[src/rtl/lsu_pkg.sv]
package lsu_pkg;
  localparam int DATA_W = 32;
  localparam int LANES  = DATA_W / 8;

  typedef enum logic [1:0] {
    SZ_BYTE = 2'd0,
    SZ_HALF = 2'd1,
    SZ_WORD = 2'd2,
    SZ_WRD2 = 2'd3
  } size_e;

  typedef struct packed {
    logic  store;
    size_e size;
    logic  sext;
    logic  brev;
    logic  update;
  } op_t;

  function automatic logic [15:0] swap16(input logic [15:0] v);
    return {v[7:0], v[15:8]};
  endfunction

  function automatic logic [31:0] swap32(input logic [31:0] v);
    return {v[7:0], v[15:8], v[23:16], v[31:24]};
  endfunction
endpackage

[src/rtl/lsu_agen.sv]
module lsu_agen
  import lsu_pkg::*;
#(
  parameter int DISP_W = 16,
  parameter int IDX_W  = 5
) (
  input  logic              indexed,
  input  logic              update,
  input  logic [IDX_W-1:0]  ra_idx,
  input  logic [DATA_W-1:0] ra_val,
  input  logic [DATA_W-1:0] rb_val,
  input  logic [DISP_W-1:0] disp,
  output logic [DATA_W-1:0] ea
);
  localparam int EXT_W = DATA_W - DISP_W;

  logic [DATA_W-1:0] base;
  logic [DATA_W-1:0] offs;

  always_comb begin
    base = (update || (ra_idx != '0)) ? ra_val : '0;
    offs = indexed ? rb_val : {{EXT_W{disp[DISP_W-1]}}, disp};
    ea   = base + offs;
  end
endmodule

[src/rtl/lsu_store_fmt.sv]
module lsu_store_fmt
  import lsu_pkg::*;
(
  input  size_e             size,
  input  logic              brev,
  input  logic [1:0]        lo,
  input  logic [DATA_W-1:0] src,
  output logic [LANES-1:0]  be,
  output logic [DATA_W-1:0] wdata
);
  logic [DATA_W-1:0] rep;
  logic [15:0]       half;

  always_comb begin
    half = brev ? swap16(src[15:0]) : src[15:0];
    case (size)
      SZ_BYTE: begin
        be  = 4'b1000 >> lo;
        rep = {4{src[7:0]}};
      end
      SZ_HALF: begin
        be  = lo[1] ? 4'b0011 : 4'b1100;
        rep = {2{half}};
      end
      default: begin
        be  = 4'b1111;
        rep = brev ? swap32(src) : src;
      end
    endcase
  end

  for (genvar k = 0; k < LANES; k++) begin : g_lane
    assign wdata[8*k +: 8] = be[k] ? rep[8*k +: 8] : 8'h00;
  end
endmodule

[src/rtl/lsu_load_fmt.sv]
module lsu_load_fmt
  import lsu_pkg::*;
(
  input  size_e             size,
  input  logic              sext,
  input  logic              brev,
  input  logic [1:0]        lo,
  input  logic [DATA_W-1:0] rdata,
  output logic [DATA_W-1:0] value
);
  logic [DATA_W-1:0] shifted;
  logic [15:0]       half_raw;
  logic [15:0]       half;

  always_comb begin
    shifted  = rdata >> {2'd3 - lo, 3'b000};
    half_raw = lo[1] ? rdata[15:0] : rdata[31:16];
    half     = brev ? swap16(half_raw) : half_raw;
    case (size)
      SZ_BYTE: value = {24'h0, shifted[7:0]};
      SZ_HALF: value = {{16{sext & half[15]}}, half};
      default: value = brev ? swap32(rdata) : rdata;
    endcase
  end
endmodule

[src/rtl/lsu_addr_fmt.sv]
module lsu_addr_fmt
  import lsu_pkg::*;
#(
  parameter int IDX_W  = 5,
  parameter int DISP_W = 16
) (
  input  logic              clk,
  input  logic              rst,
  input  logic              op_valid,
  output logic              op_ready,
  input  logic              op_store,
  input  logic [1:0]        op_size,
  input  logic              op_signed,
  input  logic              op_brev,
  input  logic              op_update,
  input  logic              op_indexed,
  input  logic              op_align,
  input  logic [IDX_W-1:0]  ra_idx,
  input  logic [31:0]       ra_val,
  input  logic [31:0]       rb_val,
  input  logic [DISP_W-1:0] disp,
  input  logic [IDX_W-1:0]  rt_idx,
  input  logic [31:0]       st_data,
  output logic              mem_req_valid,
  input  logic              mem_req_ready,
  output logic [31:0]       mem_req_addr,
  output logic              mem_req_we,
  output logic [3:0]        mem_req_be,
  output logic [31:0]       mem_req_wdata,
  input  logic              mem_rsp_valid,
  input  logic [31:0]       mem_rsp_data,
  input  logic              mem_rsp_fault,
  output logic              rf_we,
  output logic [IDX_W-1:0]  rf_waddr,
  output logic [31:0]       rf_wdata,
  output logic              base_we,
  output logic [IDX_W-1:0]  base_waddr,
  output logic [31:0]       base_wdata,
  output logic              align_exc
);
  typedef enum logic [1:0] {S_IDLE, S_REQ, S_WAIT} state_e;

  state_e            state;
  op_t               cur_op;
  op_t               held_op;
  logic [IDX_W-1:0]  held_rt;
  logic [IDX_W-1:0]  held_ra;
  logic [DATA_W-1:0] ea;
  logic [LANES-1:0]  st_be;
  logic [DATA_W-1:0] st_wdata;
  logic [DATA_W-1:0] ld_value;
  logic              accept;
  logic              misaligned;

  assign cur_op = '{store: op_store, size: size_e'(op_size), sext: op_signed,
                    brev: op_brev, update: op_update};

  lsu_agen #(.DISP_W(DISP_W), .IDX_W(IDX_W)) u_agen (
    .indexed (op_indexed),
    .update  (op_update),
    .ra_idx  (ra_idx),
    .ra_val  (ra_val),
    .rb_val  (rb_val),
    .disp    (disp),
    .ea      (ea)
  );

  lsu_store_fmt u_sfmt (
    .size  (cur_op.size),
    .brev  (op_brev),
    .lo    (ea[1:0]),
    .src   (st_data),
    .be    (st_be),
    .wdata (st_wdata)
  );

  lsu_load_fmt u_lfmt (
    .size  (held_op.size),
    .sext  (held_op.sext),
    .brev  (held_op.brev),
    .lo    (mem_req_addr[1:0]),
    .rdata (mem_rsp_data),
    .value (ld_value)
  );

  assign op_ready      = (state == S_IDLE);
  assign mem_req_valid = (state == S_REQ);
  assign accept        = op_valid && op_ready;
  assign misaligned    = op_align && (ea[1:0] != 2'b00);

  always_ff @(posedge clk) begin
    if (rst) begin
      state         <= S_IDLE;
      held_op       <= '0;
      held_rt       <= '0;
      held_ra       <= '0;
      mem_req_addr  <= '0;
      mem_req_we    <= 1'b0;
      mem_req_be    <= '0;
      mem_req_wdata <= '0;
      rf_we         <= 1'b0;
      rf_waddr      <= '0;
      rf_wdata      <= '0;
      base_we       <= 1'b0;
      base_waddr    <= '0;
      base_wdata    <= '0;
      align_exc     <= 1'b0;
    end else begin
      rf_we     <= 1'b0;
      base_we   <= 1'b0;
      align_exc <= 1'b0;
      case (state)
        S_IDLE: begin
          if (accept) begin
            if (misaligned) begin
              align_exc <= 1'b1;
            end else begin
              state         <= S_REQ;
              held_op       <= cur_op;
              held_rt       <= rt_idx;
              held_ra       <= ra_idx;
              mem_req_addr  <= ea;
              mem_req_we    <= op_store;
              mem_req_be    <= st_be;
              mem_req_wdata <= op_store ? st_wdata : '0;
            end
          end
        end
        S_REQ: begin
          if (mem_req_ready) state <= S_WAIT;
        end
        S_WAIT: begin
          if (mem_rsp_valid) begin
            state <= S_IDLE;
            if (!mem_rsp_fault) begin
              rf_we      <= !held_op.store;
              rf_waddr   <= held_rt;
              rf_wdata   <= ld_value;
              base_we    <= held_op.update;
              base_waddr <= held_ra;
              base_wdata <= mem_req_addr;
            end
          end
        end
        default: state <= S_IDLE;
      endcase
    end
  end
endmodule

[config.mk]
export PLATFORM = sky130hd
export DESIGN_NAME = lsu_addr_fmt
export DESIGN_NICKNAME = d
export VERILOG_FILES = /design/src/rtl/lsu_pkg.sv /design/src/rtl/lsu_agen.sv /design/src/rtl/lsu_store_fmt.sv /design/src/rtl/lsu_load_fmt.sv /design/src/rtl/lsu_addr_fmt.sv
export SDC_FILE = /design/constraint.sdc
export NUM_CORES = 1
export LEC_CHECK = 0
export CORE_MARGIN = 2
export CORE_UTILIZATION = 30
export DETAILED_ROUTE_END_ITERATION = 7
export SLEW_MARGIN = 20
export SYNTH_ARGS = -nofsm -noshare
export SYNTH_HDL_FRONTEND = slang
export SYNTH_SLANG_ARGS = --single-unit
export TNS_END_PERCENT = 1
[constraint.sdc]
create_clock -name clk -period 6.6 [get_ports clk]
set_clock_uncertainty 0.1 [all_clocks]
set_input_delay 0.99 -clock clk [delete_from_list [all_inputs] [get_ports clk]]
set_output_delay 0.99 -clock clk [all_outputs]
set_load 0.02 [all_outputs]
Word-level counts from Yosys, hierarchy flattened
Index checks and enable logic that the tools add are counted.

Register bits: 163. Output and inout bits: 148. Word-level logic and storage cells: 73.

Add/subtract/negate cells: 2. Equal/unequal tests: 8. Shifts and indexed selects: 2. Multiplexer cells: 22. Bitwise operators: 7. Reductions and logical operators: 14.

Operator list (count): 32-bit two-way mux (5); 32-bit one-hot mux with 2 select lines (2); 16-bit two-way mux (3); 32-bit adder (1); 8-bit two-way mux (4); 32-bit by 5-bit right shift with 8-bit output (1); 2-bit two-way mux (4); 4-bit one-hot mux with 2 select lines (1); 2-bit by 1-bit equality test with 1-bit output, second input constant (3); 2-bit zero test (3); 1-bit NOT (6); 2-bit one-hot mux with 3 select lines (1); 3-bit AND reduction (2); 5-bit nonzero test (1); 4-bit two-way mux (1); 2-bit by 1-bit != test with 1-bit output, second input constant (2); 2-bit != test, second input constant (2); 4-bit AND reduction (1); 4-bit OR reduction (1); 4-bit by 2-bit right shift with 4-bit output, first input constant (1); 3-bit OR reduction (1); 2-bit equality test, second input constant (1); 1-bit logical AND (2); 2-bit nonzero test (1); 5 further kinds (5).

Longest topological paths before layout
Gate-level depths: netlist (run 1).

Depth in word-level cells: 9. Gate-level depth with buffers: 15. Mapped depth without buffers: 13.

Cells and area by module
From an unflattened synthesis (run 1), not the netlist that was laid out.

Cells, all modules: 1357. Area, all modules: 10791.6 um^2.

Modules (own cells, without submodules): lsu_addr_fmt (instances 1, cells an instance 728, area an instance 5964.5 um^2); lsu_agen (instances 1, cells an instance 355, area an instance 2421.1 um^2); lsu_load_fmt (instances 1, cells an instance 151, area an instance 1373.8 um^2); lsu_store_fmt (instances 1, cells an instance 123, area an instance 1032.2 um^2).

Worst setup path before layout (run 1)
OpenSTA, ideal clock, no wires.

Kind: input to register. Start: input port op_indexed. End: register mem_req_addr[24]. Arrival time: 3.617 ns. Setup slack: 2.761 ns. Stages on the path: 12. Buffers on the path: 3. Cell sequence: clkbuf_1 clkbuf_1 mux2_2 ha_1 buf_2 o21ai_1 a211o_1 a31o_2 a21oi_4 a21oi_1 and4_4 a311o_1.

Cells in the longest elaborated chain, start to end: 6.

Ends and longest elaborated chain: start, declared (RTL line lsu_addr_fmt.sv:16) `input logic op_indexed,`; 32-bit two-way mux * (RTL line lsu_agen.sv:22) `offs = indexed ? rb_val : {{EXT_W{disp[DISP_W-1]}}, disp};`; 32-bit adder * (RTL line lsu_agen.sv:23) `ea = base + offs;`; 2-bit nonzero test (RTL line lsu_addr_fmt.sv:89) `assign misaligned = op_align && (ea[1:0] != 2'b00);`; 1-bit logical AND (RTL line lsu_addr_fmt.sv:89); 1-bit NOT (no line); 3-bit AND reduction (no line); end signal, assigned (RTL line lsu_addr_fmt.sv:97) `mem_req_addr <= '0;`; end signal, assigned (RTL line lsu_addr_fmt.sv:122) `mem_req_addr <= ea;`; end, declared (RTL line lsu_addr_fmt.sv:26) `output logic [31:0] mem_req_addr,`.

Mark *: on every way between the ends. The rest lies on a longest branch, timed or not. A chain may end at the register's enable or synchronous reset.

Worst setup path after layout (run 1)
Start: input port op_update. End: register mem_req_addr[31].

Cells in the longest elaborated chain, start to end: 7.

Ends and longest elaborated chain: start, declared (RTL line lsu_addr_fmt.sv:15) `input logic op_update,`; 1-bit logical OR * (RTL line lsu_agen.sv:21) `base = (update || (ra_idx != '0)) ? ra_val : '0;`; 32-bit two-way mux * (RTL line lsu_agen.sv:21); 32-bit adder * (RTL line lsu_agen.sv:23); 2-bit nonzero test (RTL line lsu_addr_fmt.sv:89); 1-bit logical AND (RTL line lsu_addr_fmt.sv:89); 1-bit NOT (no line); 3-bit AND reduction (no line).

Marked as above.

==> flow_metrics.env, run 1 <==
export IMPL_grt_usage_pct=20.7
export IMPL_critPathLaunch="op_update"
export IMPL_crit_buf_inv=5
export IMPL_reg2reg_depth=8
export IMPL_hold_viol=0
export IMPL_path_class="in -> reg"
export IMPL_synth_area_mm2=0.00978
export IMPL_clkSlewWorstSetupHoldPaths_ns=0.08
export IMPL_cts_buffers=17
export IMPL_maxCapViolCount=0
export IMPL_die_w_um=185
export IMPL_synth_edf_count=0
export IMPL_tritoncts="done"
export IMPL_startpoint_type="input port"
export IMPL_rows=66
export IMPL_rsz0062_at_grt="false"
export IMPL_synth_seq_cells=163
export IMPL_dpl_cell_count=1919
export IMPL_synth_compound_gate_area_share_pct=21.6
export IMPL_viasPerCell=5.18
export IMPL_holdBufCountCts=0
export IMPL_dr_first_iter_drc_count=553
export IMPL_area_growth_pct=41.3
export IMPL_path_max_fanout=32
export IMPL_stdcell_count=1953
export IMPL_cts_max_level=4
export IMPL_fillCellCount=3291
export IMPL_synth_area_leaders="dfxtp_1 (33%), nand2_1 (9.0%), a21oi_1 (7.8%)"
export IMPL_portBuffers=315
export IMPL_combPwrFrac_pct=27.2
export IMPL_layout_nets=1696
export IMPL_die_h_um=185
export IMPL_yosys_area_top_type="dfxtp_1"
export IMPL_routedWlPerCell_um=18.2
export IMPL_p_switching_uw=935
export IMPL_synthArstFlopShare_pct=0
export IMPL_multi_input_area_mm2=0.00613
export IMPL_drt_wl_total_um=35500
export IMPL_synth_ff_type="dfxtp_1"
export IMPL_ant_nets=0
export IMPL_hpwl_um=26000
export IMPL_p_leak_nw=4.88
export IMPL_drc=0
export IMPL_slowest_stage="fa_1"
export IMPL_vias=10100
export IMPL_cpPeakStageDelay_ns=0.56
export IMPL_pwr_share_seq_pct=37.3
export IMPL_min_to="rf_waddr[3]$_SDFFE_PP0P_"
export IMPL_grt_antenna_before_repair=2
export IMPL_synthAdderAreaFrac_pct=4.17
export IMPL_dieArea_mm2=0.0340
export IMPL_grt_overflow=0
export IMPL_core_mm2=0.0323
export IMPL_finalCritPeriodShare_pct=74.1
export IMPL_yosys_warnings=0
export IMPL_reg2reg_from="state[1]$_SDFFE_PP0P_"
export IMPL_rrSetupSlack_ns=3.93
export IMPL_maxSlewViolCount=0
export IMPL_io_pins=316
export IMPL_cp_required_ns=6.87
export IMPL_ys_seq_area_share_pct=33.4
export IMPL_regArea_mm2=0.00326
export IMPL_min_path_cells=2
export IMPL_synthXorXnorAreaFrac_pct=1.16
export IMPL_ir_worst_vdd_mv=0.174
export IMPL_crit_family="simple AND/OR/NAND/NOR gates"
export IMPL_yosys_area_share_simple_pct=23.2
export IMPL_fmax_ghz=0.204
export IMPL_power_density_mw_per_mm2=208
export IMPL_firstDrtPassIters=7
export IMPL_synth_top_family_by_area="simple AND/OR/NAND/NOR gates"
export IMPL_synth_top_area_share_pct=33.4
export IMPL_synth_cells=1244
export IMPL_status="finished clean"
export IMPL_arrival_ns=5.16
export IMPL_fin_crit_ns=4.89
export IMPL_grt_pass1_vias=9724
export IMPL_post_cts_setup_buffers=0
export IMPL_place_gp_congestion=0.888
export IMPL_cts_resized=0
export IMPL_start_util_pct=30.3
export IMPL_syn_num_nets=1444
export IMPL_cts_sinks=163
export IMPL_worst_hold_path_type="reg -> reg"
export IMPL_slew_headroom_pct=37.5
export IMPL_clockPowerShare_pct=35.5
export IMPL_worstPathCellList="clkdlybuf4s50_1 > nor2_1 > nand2_1 > buf_4 > and2_1 > ha_1 > inv_1 > fa_1 > inv_1 > o21ai_0 > nor2b_4 > buf_4 > nand2_1 > nor3_1 > o211ai_1 > o211ai_1"
export IMPL_grt_max_degree=94
export IMPL_reg2reg_to="mem_req_addr[31]$_SDFFE_PP0P_"
export IMPL_clk_insertion_delay_late_ns=0.44
export IMPL_hold_slack_ns=0.342
export IMPL_synth_distinct_cells=72
export IMPL_syn_area_per_cell_um2=7.86
export IMPL_setup_viol=0
export IMPL_worstMarginPinSlew_ns=0.933
export IMPL_finalPower_mw=2.87
export IMPL_cp_end_kind="flop"
export IMPL_drive_gt1_share_pct=8.35
export IMPL_clockRootBuffer="clkbuf_16"
export IMPL_min_delay_start="held_rt[3]$_SDFFE_PP0P_"
export IMPL_clock_path_buffers=2
export IMPL_p_int_mw=1.93
export IMPL_finalSetupTns_ns=0
export IMPL_grt_pass1_wl_um=55000
export IMPL_swShare_pct=32.6
export IMPL_muxShareOfSynthArea_pct=12.1
## worst reg2reg max path, stage by stage, from the launching register on
cell	delay, ns
dfxtp_1	0.38
nor2_1	0.40
nand2_1	0.20
nor2b_4	0.45
buf_4	0.32
nand2_1	0.26
nor3_1	0.27
o211ai_1	0.12
o211ai_1	0.11
## stage by stage
| step | instance area, µm² | setup WS [ns] | utilization [%] |
|---|---|---|---|
| 2_1_floorplan | 9780 | 2.76 | - |
| 4_1_cts | 13800 | 1.66 | 42.8 |
| 5_1_grt | 13800 | 1.33 | 42.8 |
| 3_3_place_gp | 13200 | 1.32 | 41.0 |
| 3_5_place_dp | 13200 | 1.20 | 41.0 |
| 6_report | 13800 | 1.71 | 42.8 |
## routing by layer
| layer | vias up | global-route usage [%] | part of all wire (%) |
|---|---|---|---|
| met4 | 0 | 6.27 | 2.3 |
| met5 | - | 0 | 0 |
| met2 | 300 | 34.0 | 47 |
| met3 | 37 | 4.64 | 6.1 |
| li1 | 4946 | - | - |
| met1 | 4839 | 27.0 | 44 |
## power by group through the flow
stage          registers, mW  logic [mW]  clock network [mW]
2_1_floorplan           1.12       0.433                   0
4_1_cts                 1.07       0.784                1.05
3_5_place_dp            1.09       0.780                   0
6_report                1.07       0.781                1.02
5_1_grt                 1.08       0.855                1.09
3_3_place_gp            1.09       0.776                   0
## sequential cells by signal, summed over array words and instances, names as in the netlist, 6 cells and up
signal,cells
mem_req_wdata,32
base_wdata,32
held_op,6
rf_wdata,32
mem_req_addr,32
## layout make-up
class	count	share of cell area (%)
flip-flops and latches	163	23.6
repair buffers	327	23.4
clock inverters	13	0.996
diodes	2	0.0362
clock buffers	19	3.21
inverters	12	0.326
well taps	442	4.00
multi-input cells	975	44.4
## placed cells by master (no fill, tap or decap), types with 9 or more instances in the layout
cell type | netlist | routed
o22ai_1 | 9 | 9
nor2b_1 | 15 | 14
a21oi_1 | 152 | 152
clkbuf_16 | 0 | 17
a21o_1 | 9 | 9
mux2i_1 | 21 | 21
ha_1 | 31 | 31
nor3_1 | 28 | 28
nand3_1 | 15 | 14
buf_4 | 3 | 12
a211oi_1 | 47 | 47
dfxtp_1 | 163 | 162
nor2_1 | 139 | 139
nand2_1 | 234 | 234
a22oi_1 | 25 | 25
mux4_2 | 24 | 24
inv_1 | 11 | 11
and2_1 | 35 | 35
clkdlybuf4s50_1 | 0 | 313
nand4_1 | 9 | 9
mux2_2 | 38 | 38
o21ai_0 | 32 | 32
## kinds of logic (layout without fill, tap and decap cells)
| family | after synthesis | in the layout |
|---|---|---|
| adders and majority gates | 32 | 32 |
| AOI/OAI and AO/OA | 334 | 334 |
| DFF | 163 | 163 |
| muxes | 83 | 83 |
| xor gates and xnor gates | 13 | 13 |
| buffers and inverters | 106 | 371 |
| other | 0 | 2 |
| and+or+nand+nor | 513 | 513 |
## cell usage after synthesis, types with 18 or more instances
master    number
nand2_1      234
nor3_1        28
a211oi_1      47
dfxtp_1      163
buf_2         18
mux2_2        38
and2_1        35
o21ai_0       32
mux2i_1       21
nor2_1       139
mux4_2        24
clkbuf_1      63
a21oi_1      152
ha_1          31
a22oi_1       25
## how the worst max path moves through the flow
stage	endpoint	slack, ns	depth (start not counted)
floorplan	mem_req_addr[24]$_SDFFE_PP0P_	2.76	12
global placement	mem_req_addr[29]$_SDFFE_PP0P_	1.32	11
detailed placement	mem_req_addr[31]$_SDFFE_PP0P_	1.20	16
CTS	mem_req_addr[31]$_SDFFE_PP0P_	1.66	16
global route	mem_req_addr[31]$_SDFFE_PP0P_	1.33	16
finish	mem_req_addr[31]$_SDFFE_PP0P_	1.71	16
Note: power is estimated with default switching activity, not from simulation.
==> inputs of run 2 (changes only) <==
- clock period: 6.6 -> 4.4 ns (I/O delays scaled with it)
==> run 2 against run 1 <==
Non-clock buffer count rose by 27; final area rose by 1.7%; register-to-register slack got worse by 2.1 ns; combinational power rose by 52%; wire length fell by 1.1%; sequential share of layout area fell by 0.39 points; critical path depth fell by 2; sequential power rose by 51%.
==> flow_metrics.env, run 2 (synthesis gave the netlist of run 1 again) <==
export IMPL_grt_pass1_vias=9703
export IMPL_grt_pass1_wl_um=54400
export IMPL_worst_hold_path_type="reg -> reg"
export IMPL_slew_headroom_pct=41.8
export IMPL_cts_max_level=4
export IMPL_place_gp_congestion=0.923
export IMPL_fin_crit_ns=4.03
export IMPL_drive_gt1_share_pct=10.0
export IMPL_drc=0
export IMPL_startpoint_type="input port"
export IMPL_area_growth_pct=43.7
export IMPL_tritoncts="done"
export IMPL_viasPerCell=5.11
export IMPL_cp_required_ns=4.63
export IMPL_routedWlPerCell_um=17.7
export IMPL_arrival_ns=4.26
export IMPL_clock_path_buffers=2
export IMPL_clk_insertion_delay_late_ns=0.43
export IMPL_finalSetupTns_ns=0
export IMPL_min_delay_start="held_ra[0]$_SDFFE_PP0P_"
export IMPL_die_w_um=185
export IMPL_path_class="in -> reg"
export IMPL_portBuffers=315
export IMPL_core_mm2=0.0323
export IMPL_hpwl_um=26100
export IMPL_hold_viol=0
export IMPL_cp_end_kind="flop"
export IMPL_die_h_um=185
export IMPL_final_cell_mix="clkdlybuf4s50_1 (314), nand2_1 (234), dfxtp_1 (162)"
export IMPL_layout_commonest_cell="clkdlybuf4s50_1"
export IMPL_grt_antenna_before_repair=2
export IMPL_reg2reg_from="held_op[1]$_SDFFE_PP0P_"
export IMPL_fillCellCount=3239
export IMPL_io_pins=316
export IMPL_maxCapViolCount=0
export IMPL_ir_worst_vdd_mv=0.245
export IMPL_min_path_cells=2
export IMPL_rows=66
export IMPL_setup_viol=0
export IMPL_cts_sinks=163
export IMPL_dieArea_mm2=0.0340
export IMPL_cts_buffers=17
export IMPL_fmax_ghz=0.248
export IMPL_clockRootBuffer="clkbuf_16"
export IMPL_finalCritPeriodShare_pct=91.6
export IMPL_finalPower_mw=4.33
export IMPL_vias=10100
export IMPL_rsz0062_at_grt="false"
export IMPL_maxSlewViolCount=0
export IMPL_grt_max_degree=99
export IMPL_clkSlewWorstSetupHoldPaths_ns=0.07
export IMPL_firstDrtPassIters=6
export IMPL_p_leak_nw=5.01
export IMPL_grt_usage_pct=20.5
export IMPL_dpl_cell_count=1946
export IMPL_min_to="base_waddr[0]$_SDFFE_PP0P_"
export IMPL_grt_overflow=0
export IMPL_stdcell_count=1980
export IMPL_hold_slack_ns=0.343
export IMPL_holdBufCountCts=0
export IMPL_drt_wl_total_um=35100
export IMPL_worstMarginPinSlew_ns=0.872
export IMPL_reg2reg_depth=6
export IMPL_ant_nets=0
export IMPL_path_max_fanout=30
export IMPL_multi_input_area_mm2=0.00614
export IMPL_power_density_mw_per_mm2=308
export IMPL_dr_first_iter_drc_count=822
export IMPL_status="finished clean"
export IMPL_rrSetupSlack_ns=1.80
export IMPL_reg2reg_to="rf_wdata[5]$_SDFFE_PP0P_"
export IMPL_start_util_pct=30.3
export IMPL_regArea_mm2=0.00326
export IMPL_layout_nets=1723
## run 2: cell types whose count changed in the layout (fill, tap and decap cells not counted), sizes merged
cell and delta:
buf +26, clkdlybuf4s50 +1, inv -1, clkbuf -1, clkinv +2
## run 2: through the flow
| stage | setup slack (ns) | area (µm²) | utilization, % |
|---|---|---|---|
| floorplan | 0.891 | 9780 | - |
| global route | 0.177 | 14000 | 43.5 |
| detailed placement | -0.227 | 13500 | 41.7 |
| global placement | -0.191 | 13500 | 41.7 |
| finish | 0.368 | 14000 | 43.5 |
| CTS | 0.244 | 14000 | 43.5 |
## run 2: cell type report
| cell class | instances | share of cell area [%] |
|---|---|---|
| tap | 442 | 3.94 |
| antenna | 2 | 0.0356 |
| multi-input combinational | 975 | 43.7 |
| sequential | 163 | 23.2 |
| inverter | 12 | 0.321 |
| timing repair buffer | 354 | 24.6 |
| clock inverter | 14 | 1.02 |
| clock buffer | 18 | 3.13 |
## run 2: how the worst max path moves through the flow
stage                     from                            end  slack (ns)  cells past startpoint
CTS                  ra_idx[0]  mem_req_addr[23]$_SDFFE_PP0P_        0.24                     15
floorplan           op_indexed  mem_req_addr[24]$_SDFFE_PP0P_        0.89                     12
finish               ra_idx[0]  mem_req_addr[24]$_SDFFE_PP0P_        0.37                     14
global placement     ra_idx[0]  mem_req_addr[23]$_SDFFE_PP0P_       -0.19                     15
detailed placement   ra_idx[0]  mem_req_addr[23]$_SDFFE_PP0P_       -0.23                     15
global route         ra_idx[0]  mem_req_addr[24]$_SDFFE_PP0P_        0.18                     14
## run 2: timing repair
action | in CTS | in global routing
setup endpoints to repair | 0 | 3
endpoints found under the hold margin | 0 | 0
gates resized for setup | 0 | 1
setup buffers | 0 | 0
## run 2: where the power goes
part	leakage (nW)	switching, mW	internal [mW]	total, mW
clock network	0.286	0.698	0.815	1.51
logic	3.40	0.617	0.574	1.19
registers	1.32	0.0818	1.54	1.62
total	5.01	1.40	2.93	4.33
## run 2: critical path, cell delays in order
cell and delay, ns:
clkdlybuf4s50_1 0.45, nor4_2 0.46, buf_4 0.19, nand2_1 0.08, buf_4 0.23, and2_1 0.19
ha_1 0.39, nand2_1 0.10, o21ai_0 0.32, and2b_1 0.27, a21oi_4 0.31, a21oi_1 0.13
and4_4 0.21, a311o_1 0.25
## run 2: layer usage
metal	global-route usage, %	share of wire (%)
met3	4.07	5.8
met2	33.9	48
met5	0	0
met4	5.92	1.9
met1	27.1	45
==> inputs of run 3 (changes only) <==
- CORE_MARGIN: 2 -> 1.5
==> run 3 against run 2 <==
Combinational power hardly changed; sequential share of layout area decreased by 0.064 points; clock power shrank 3%; critical path depth increased by 2; register-to-register slack better by 0.02 ns; worst setup slack gained 0.11 ns; flip-flop and latch count did not move; fmax grew 2.9%; cell count about the same; non-clock buffer count increased by 7; first-iteration DRC count is 16% lower; highest routed layer unchanged.
==> flow_metrics.env, run 3 (synthesis gave the netlist of run 1 again) <==
export IMPL_status="finished clean"
export IMPL_dr_first_iter_drc_count=692
export IMPL_portBuffers=315
export IMPL_start_util_pct=30.7
export IMPL_drc=0
export IMPL_grt_antenna_before_repair=1
export IMPL_hold_slack_ns=0.349
export IMPL_finalSetupTns_ns=0
export IMPL_clk_insertion_delay_late_ns=0.43
export IMPL_maxCapViolCount=0
export IMPL_hold_viol=0
export IMPL_path_class="in -> reg"
export IMPL_dieArea_mm2=0.0337
export IMPL_slew_headroom_pct=37.8
export IMPL_crit_family="compound AO/OA/AOI/OAI gates"
export IMPL_critPathLaunch="ra_idx[0]"
export IMPL_reg2reg_from="held_op[1]$_SDFFE_PP0P_"
export IMPL_ir_worst_vdd_mv=0.254
export IMPL_drt_wl_total_um=34700
export IMPL_maxSlewViolCount=0
export IMPL_layout_nets=1730
export IMPL_fin_crit_ns=3.92
export IMPL_area_growth_pct=44.1
export IMPL_rows=65
export IMPL_fmax_ghz=0.255
export IMPL_cts_sinks=163
export IMPL_cts_buffers=17
export IMPL_grt_pass1_vias=9942
export IMPL_grt_pass1_wl_um=54700
export IMPL_hpwl_um=26000
export IMPL_min_path_cells=2
export IMPL_finalPower_mw=4.30
export IMPL_dpl_cell_count=1946
export IMPL_arrival_ns=4.15
export IMPL_cpPeakStageDelay_ns=0.43
export IMPL_routedWlPerCell_um=17.5
export IMPL_die_h_um=184
export IMPL_startpoint_type="input port"
export IMPL_drive_gt1_share_pct=10.4
export IMPL_core_mm2=0.0318
export IMPL_tritoncts="done"
export IMPL_stdcell_count=1979
export IMPL_slowest_stage="clkdlybuf4s50_1"
export IMPL_worst_path_stages=16
export IMPL_worstPathCellList="clkdlybuf4s50_1 > nor4_2 > buf_4 > nand2_1 > buf_12 > nand2_1 > inv_1 > ha_1 > a21oi_1 > nand4b_1 > a21oi_1 > o41ai_2 > buf_4 > o311a_1 > nor4_1 > a311o_1"
export IMPL_finalCritPeriodShare_pct=89.1
export IMPL_cp_end_kind="flop"
export IMPL_grt_overflow=0
export IMPL_layout_commonest_cell="clkdlybuf4s50_1"
export IMPL_grt_max_degree=111
export IMPL_cts_max_level=4
export IMPL_p_leak_nw=5.04
export IMPL_power_density_mw_per_mm2=305
export IMPL_rsz0062_at_grt="false"
export IMPL_worst_hold_path_type="reg -> reg"
export IMPL_firstDrtPassIters=5
export IMPL_final_core_util_pct=44.3
export IMPL_ant_nets=0
export IMPL_path_max_fanout=32
export IMPL_io_pins=316
export IMPL_viasPerCell=5.10
export IMPL_clock_path_buffers=2
export IMPL_clockRootBuffer="clkbuf_16"
export IMPL_postPlaceCellArea_mm2=0.0135
export IMPL_place_ws_ns=-0.192
export IMPL_design_area_mm2=0.0141
export IMPL_fillCellCount=3186
export IMPL_final_cell_mix="clkdlybuf4s50_1 (314), nand2_1 (234), dfxtp_1 (162)"
export IMPL_die_w_um=184
export IMPL_vias=10100
export IMPL_worst_slack_ns=0.481
export IMPL_setup_viol=0
export IMPL_grt_usage_pct=20.6
export IMPL_min_delay_start="held_ra[1]$_SDFFE_PP0P_"
export IMPL_clkSlewWorstSetupHoldPaths_ns=0.08
export IMPL_reg2reg_depth=6
export IMPL_cp_required_ns=4.63
export IMPL_crit_buf_inv=5
export IMPL_place_gp_congestion=0.894
export IMPL_worstMarginPinSlew_ns=0.931
-- run 3: cell types whose count changed in the layout (fill, tap and decap cells not counted), sizes merged --
cell | before | now
buf | 40 | 47
clkinvlp | 1 | 4
clkinv | 6 | 4
bufinv | 1 | 0
clkbuf | 18 | 17
diode | 2 | 1
inv | 18 | 19
-- run 3: power breakdown --
part / internal, mW / leakage (nW) / total [mW] / switching [mW]
combinational: 0.583 / 3.45 / 1.20 / 0.619
sequential: 1.54 / 1.32 / 1.62 / 0.0823
clock: 0.752 / 0.269 / 1.47 / 0.721
total: 2.88 / 5.04 / 4.30 / 1.42
-- run 3: layout make-up --
type,count,area (µm²),share of cell area (%)
antenna,1,2.50,0.0178
clock buffer,17,425,3.02
clock inverter,15,143,1.01
inverter,12,45.0,0.320
multi-input combinational,975,6140,43.6
sequential,163,3260,23.2
tap,435,544,3.86
timing repair buffer,361,3520,25.0
-- run 3: routing by layer --
layer	vias up	GRT usage, %	part of all wire, %
li1	5006	-	-
met1	4778	27.5	46
met2	279	33.7	46
met3	34	4.08	5.6
met4	0	5.57	1.7
met5	-	0	0
-- run 3: timing repair --
item,in CTS,in global routing
hold buffers,0,0
resized for setup,0,1
buffers inserted,0,0
endpoints found under the setup margin,0,2
-- run 3: final timing paths --
path / to / slack [ns]
setup / recovery: mem_req_addr[23]$_SDFFE_PP0P_ / 0.48
hold / removal: base_waddr[1]$_SDFFE_PP0P_ / 0.35
setup reg to reg: rf_wdata[1]$_SDFFE_PP0P_ / 1.82
hold reg to reg: base_waddr[1]$_SDFFE_PP0P_ / 0.35
-- run 3: worst min-delay path, delay by kind of cell (launching register included) --
family          cells  cell delay [ns]
flops               1             0.31
simple gates        1             0.05
compound gates      1             0.05
